`src/rtl/bus_hold_pkg.sv`:
```
package bus_hold_pkg;

  // strobes from control to the register datapath
  typedef struct packed {
    logic stLoad;
    logic stVal;
  } ctlStrobes_t;

  // register state and write effects reported by the datapath
  typedef struct packed {
    logic status;
    logic noHold;
    logic hiZ;
    logic hiZChanged;
    logic hiZNew;
    logic noHoldCleared;
  } regFlags_t;

endpackage

```
`src/rtl/bus_hold_sampler.sv`:
```
module bus_hold_sampler (
  input  logic clk,
  input  logic rstN,
  input  logic reqIn,
  output logic reqQ,
  output logic reqRise,
  output logic reqFall
);
  logic reqP;

  always_ff @(posedge clk or negedge rstN) begin
    if (!rstN) begin
      reqQ <= 1'b0;
      reqP <= 1'b0;
    end else begin
      reqQ <= reqIn;
      reqP <= reqQ;
    end
  end

  assign reqRise = reqQ & ~reqP;
  assign reqFall = ~reqQ & reqP;
endmodule

```
`src/rtl/bus_hold_regs.sv`:
```
module bus_hold_regs
  import bus_hold_pkg::*;
#(
  parameter int          DATA_W    = 32,
  parameter logic [31:0] RESET_VAL = 32'h0000_10F8,
  parameter logic [31:0] WR_MASK   = 32'hFFFF_FFFE,
  parameter int          ST_BIT    = 0,
  parameter int          NH_BIT    = 1,
  parameter int          HZ_BIT    = 2
) (
  input  logic                   clk,
  input  logic                   rstN,
  input  logic                   wrEn,
  input  logic [DATA_W-1:0]      wrData,
  input  logic [DATA_W/8-1:0]    byteEn,
  input  ctlStrobes_t            strobes,
  output logic [DATA_W-1:0]      regQ,
  output regFlags_t              flags
);
  localparam int NUM_BYTES = DATA_W / 8;

  logic [DATA_W-1:0] byteMask;
  logic [DATA_W-1:0] effMask;
  logic [DATA_W-1:0] merged;
  logic [DATA_W-1:0] regD;

  for (genvar b = 0; b < NUM_BYTES; b++) begin : g_byteMask
    assign byteMask[8*b +: 8] = {8{byteEn[b]}};
  end

  assign effMask = wrEn ? (byteMask & WR_MASK[DATA_W-1:0]) : '0;
  assign merged  = (regQ & ~effMask) | (wrData & effMask);

  always_comb begin
    regD = merged;
    if (strobes.stLoad) regD[ST_BIT] = strobes.stVal;
  end

  always_ff @(posedge clk or negedge rstN) begin
    if (!rstN) regQ <= RESET_VAL[DATA_W-1:0];
    else       regQ <= regD;
  end

  assign flags.status        = regQ[ST_BIT];
  assign flags.noHold        = regQ[NH_BIT];
  assign flags.hiZ           = regQ[HZ_BIT];
  assign flags.hiZChanged    = merged[HZ_BIT] ^ regQ[HZ_BIT];
  assign flags.hiZNew        = merged[HZ_BIT];
  assign flags.noHoldCleared = regQ[NH_BIT] & ~merged[NH_BIT];
endmodule

```
`src/rtl/bus_hold_ctl.sv`:
```
module bus_hold_ctl
  import bus_hold_pkg::*;
(
  input  logic        clk,
  input  logic        rstN,
  input  logic        holdReq,
  input  regFlags_t   flags,
  output ctlStrobes_t strobes,
  output logic        holdAck
);
  logic reqQ;
  logic reqRise;
  logic reqFall;
  logic grantEv;
  logic releaseEv;
  logic unholdEv;
  logic stNext;
  logic ackNext;

  bus_hold_sampler sampler_i (
    .clk     (clk),
    .rstN    (rstN),
    .reqIn   (holdReq),
    .reqQ    (reqQ),
    .reqRise (reqRise),
    .reqFall (reqFall)
  );

  assign grantEv   = reqRise & ~flags.noHold;
  assign releaseEv = reqFall & flags.status & ~flags.hiZ;
  assign unholdEv  = flags.noHoldCleared & reqQ;

  // hold events first, then the effects of a write in the same cycle
  always_comb begin
    stNext  = flags.status;
    ackNext = holdAck;
    if (grantEv) begin
      stNext  = 1'b1;
      ackNext = 1'b1;
    end else if (releaseEv) begin
      stNext  = 1'b0;
      ackNext = 1'b0;
    end
    if (flags.hiZChanged) begin
      stNext  = ~stNext;
      ackNext = flags.hiZNew;
    end
    if (unholdEv) begin
      stNext  = 1'b1;
      ackNext = 1'b1;
    end
  end

  assign strobes.stLoad = stNext != flags.status;
  assign strobes.stVal  = stNext;

  always_ff @(posedge clk or negedge rstN) begin
    if (!rstN) holdAck <= 1'b0;
    else       holdAck <= ackNext;
  end
endmodule

```
`src/rtl/bus_hold_arbiter.sv`:
```
module bus_hold_arbiter
  import bus_hold_pkg::*;
(
  input  logic        clk,
  input  logic        rstN,
  input  logic        wrEn,
  input  logic [31:0] wrData,
  input  logic [3:0]  byteEn,
  output logic [31:0] rdData,
  input  logic        holdReq,
  output logic        holdAck
);
  ctlStrobes_t strobes;
  regFlags_t   flags;

  bus_hold_regs #(
    .DATA_W    (32),
    .RESET_VAL (32'h0000_10F8),
    .WR_MASK   (32'hFFFF_FFFE),
    .ST_BIT    (0),
    .NH_BIT    (1),
    .HZ_BIT    (2)
  ) regs_i (
    .clk     (clk),
    .rstN    (rstN),
    .wrEn    (wrEn),
    .wrData  (wrData),
    .byteEn  (byteEn),
    .strobes (strobes),
    .regQ    (rdData),
    .flags   (flags)
  );

  bus_hold_ctl ctl_i (
    .clk     (clk),
    .rstN    (rstN),
    .holdReq (holdReq),
    .flags   (flags),
    .strobes (strobes),
    .holdAck (holdAck)
  );
endmodule

```
`config.mk`:
```
export PLATFORM = sky130hd
export DESIGN_NAME = bus_hold_arbiter
export DESIGN_NICKNAME = d
export VERILOG_FILES = /design/src/rtl/bus_hold_pkg.sv /design/src/rtl/bus_hold_sampler.sv /design/src/rtl/bus_hold_regs.sv /design/src/rtl/bus_hold_ctl.sv /design/src/rtl/bus_hold_arbiter.sv
export SDC_FILE = /design/constraint.sdc
export NUM_CORES = 1
export LEC_CHECK = 0
export ABC_AREA = 1
export BUFFER_PORTS_ARGS = -buffer_cell sky130_fd_sc_hd__buf_2
export CAP_MARGIN = 20
export CORE_AREA = 3 3 73 75
export DETAILED_ROUTE_END_ITERATION = 7
export DIE_AREA = 0 0 76 78
export HOLD_SLACK_MARGIN = 0.08
export SETUP_SLACK_MARGIN = 0.05
export SKIP_CTS_REPAIR_TIMING = 1
export SYNTH_ARGS = -nofsm -noshare
export SYNTH_HDL_FRONTEND = slang
export SYNTH_HIERARCHICAL = 1
export SYNTH_SLANG_ARGS = --single-unit
```
`constraint.sdc`:
```
create_clock -name clk -period 1.82 [get_ports clk]
set_clock_uncertainty 0.2 [all_clocks]
set_input_delay 0.364 -clock clk [delete_from_list [all_inputs] [get_ports clk]]
set_output_delay 0.364 -clock clk [all_outputs]
set_load 0.05 [all_outputs]
```
==> qor.csv <==
stage;metric;value;unit
outcome;outcome;complete, no violations;
drt;DRT iter0 DRCs;30;
floorplanning;initial core utilization;34.3;%
place;GP Congestion;0.707;
global_routing;GRT Util Overall;13.2;%
yosys;Syn Std Cell Area;0.00162;sq mm
power_and_ir_drop;Clock Power Share;23.2;%
drt;DRC Markers;0;
critical_path;delay-heaviest family, CP;flip-flops;
floorplanning;number of I/O pins;73;
critical_path;crit start category;register;
sta;setup TNS;0;ns
critical_path;WP buf/inv;1;
clock_tree;clock sink count;35;
clock_tree;Reg clk slew, reported paths;0.06;ns
cells_and_area;Ant. Diodes;0;
yosys;Synth Net Count;218;
drt;Avg WL per Cell;11.5;um
yosys;mean post-synth cell area;9.11;sq um
yosys;Post-synth EDFFs;0;
power_and_ir_drop;pwr dens;1100;mW/mm^2
hold_path;min-delay src;wrData[5];
floorplanning;total die area;0.00593;sq mm
global_routing;vias in the first global route;1361;
yosys;sequential share of the synthesized area;54.5;%
yosys;Synth async-reset ratio;100;%
sta;maximum achievable frequency;613;MHz
critical_path;worst r2r src;regs_i/regQ[2];
critical_path;Worst setup EP type;output port;
global_routing;grt peak-use layer;met2;
clock_tree;CTS root buf;clkbuf_8;
critical_path;critical-path cell list;buf_2;
floorplanning;Die Y;78;um
critical_path;Worst Path Arrival;1.07;ns
drt;DR pass1 iterations;4;
sta;Worst Tran Pin Value;0.448;ns
run;maxcap violations;0;
clock_tree;Worst-Skew Late Latency;0.28;ns
yosys;Post-synth top flop;dfrtp_1;
sta;RSZ-0062 raised after global routing;false;
yosys;post-synthesis register bit count;35;
critical_path;worst r2r path cells;10;
critical_path;Crit-path slowest cell;dfstp_2;
sta;# setup viols final;0;
critical_path;FF-to-FF setup slack;0.38;ns
global_routing;largest net degree at the start of global routing;34;
power_and_ir_drop;sequential share of power;42.8;%
yosys;Synth area leaders;dfrtp_1 (45%), nand2_1 (16%), dfstp_2 (9.7%);
clock_tree;CTS Buf Count;5;
power_and_ir_drop;switching share of power;39.8;%
critical_path;worst path required time;1.26;ns
global_routing;initial antenna violation count;0;
cells_and_area;Post-Layout Inst Area;0.00206;sq mm
yosys;Synth top area share;44.8;%
critical_path;CP max FO;2;
cells_and_area;# nets final;287;
drt;DRT Wirelength;3620;um
sta;Final Slew Violations;0;
clock_tree;# H-tree levels;2;
floorplanning;die width;76;um
cells_and_area;proportion of layout cells with a drive suffix above 1;40.7;%
sta;min Tclk post-route;1.63;ns
drt;Antenna Nets Post-Route;0;
clock_tree;CTS tree;done;
cells_and_area;Filler cells;493;
hold_path;worst hold stages;3;
yosys;Yosys top cell by area;dfrtp_1;
drt;Via Count;1378;
cells_and_area;area of the multi-input gates;577;sq um
sta;final hold vios;0;
sta;max_slew headroom;70.2;%
yosys;most common cell in the netlist;nand2_1;
global_routing;met1 Usage GRT;15.7;%
global_routing;GRT overflow;0;
global_routing;M3 GR Usage;4.64;%
power_and_ir_drop;cell-internal power;1360;uW
place;placed inst area;0.00196;sq mm
drt;Via density;4.37;
global_routing;first-pass GRT wire length;6260;um
hold_path;Hold WC Path Type;in -> reg;
floorplanning;Row Count;25;
floorplanning;Core ar.;0.00472;sq mm
critical_path;Crit path largest cell delay;0.53;ns
critical_path;Worst Setup Path Type;reg -> out;
place;IO buf count;71;
cells_and_area;Area Overhead vs Synth;26.8;%
power_and_ir_drop;Gate power share;34.1;%
critical_path;reg-to-reg endpoint;regs_i/regQ[0];
power_and_ir_drop;VDD IR max;0.382;mV
global_routing;met2 GRT Util;21.3;%
sta;final worst path period share;89.6;%
power_and_ir_drop;P_sw;896;uW
clock_tree;Bufs on Longest Clock Path;2;
cells_and_area;Seq. cell area;883;sq um
yosys;Syn Inst Count;178;
place;dpl hpwl;2640;um
yosys;Yosys warnings;6;
yosys;post-synth cell types;16;
power_and_ir_drop;leak pwr;0.00116;uW
yosys;commonest cells in the synthesized netlist;nand2_1 (70), dfrtp_1 (29), nand3_1 (26), buf_4 (9), inv_1 (9);
==> power by group through the flow <==
stage          registers, uW  logic [uW]  clock network [uW]
2_1_floorplan           1280         326                   0
3_3_place_gp             976         770                   0
3_5_place_dp             977         776                   0
4_1_cts                  965         776                 557
5_1_grt                  979         831                 582
6_report                 964         768                 522
==> layout by cell type, fill, tap and decap left out <==
cell type and instances:
nand4_1 3, buf_2 71, nand2_2 6, o21ai_1 2, o21ai_0 1, clkbuf_1 3
nand3_2 7, nor3b_2 1, buf_4 3, nand2_1 70, inv_1 9, nand3_1 26
clkbuf_8 5, dfrtp_1 29, nand2_4 2, nor2_1 2, dfstp_2 6, dlygate4sd3_1 2
==> cells by family after synthesis <==
group                  count (synthesis)  share of synthesized area (%)
DFF                                   35                           54.5
AOI/OAI and AO/OA                      3                          0.926
and+or+nand+nor                      117                           34.6
buffers and inverters                 23                           9.95
==> per-stage QoR <==
| step | utilization (%) | setup slack, ns | std cells | hold WS [ns] | power (uW) |
|---|---|---|---|---|---|
| 6_report | 43.5 | 0.190 | 315 | 0.0924 | 2250 |
| 5_1_grt | 43.5 | 0.148 | 315 | 0.0899 | 2390 |
| 4_1_cts | 43.1 | 0.168 | 313 | -0.166 | 2300 |
| 3_5_place_dp | 41.4 | 0.222 | 305 | 0.141 | 1750 |
| 3_3_place_gp | 41.4 | 0.246 | 305 | 0.142 | 1750 |
| 2_1_floorplan | - | 0.407 | 178 | -0.132 | 1610 |
==> final cells by class <==
class                           count  area share [%]
Inverter                            9            1.64
Tap cell                           67            4.08
Sequential cell                    35            43.0
Clock buffer                        8            3.90
Timing Repair Buffer               76            19.4
Multi-Input combinational cell    120            28.1
==> worst max path at each step <==
stage          startpoint              to  slack (ns)  depth (start not counted)
2_1_floorplan   byteEn[0]  regs_i/regQ[0]        0.41                          9
6_report         register       rdData[7]        0.19                          1
3_3_place_gp         wrEn        register        0.25                          5
4_1_cts          register       rdData[7]        0.17                          1
5_1_grt          register       rdData[3]        0.15                          1
3_5_place_dp         wrEn        register        0.22                          5
==> per-layer routing <==
metal / routed length (um) / up-vias
met4: 57 / 0
met5: 0 / -
met3: 268 / 6
met1: 1600 / 628
li1: - / 695
met2: 1690 / 49
Power figures use the tool's default switching activity.
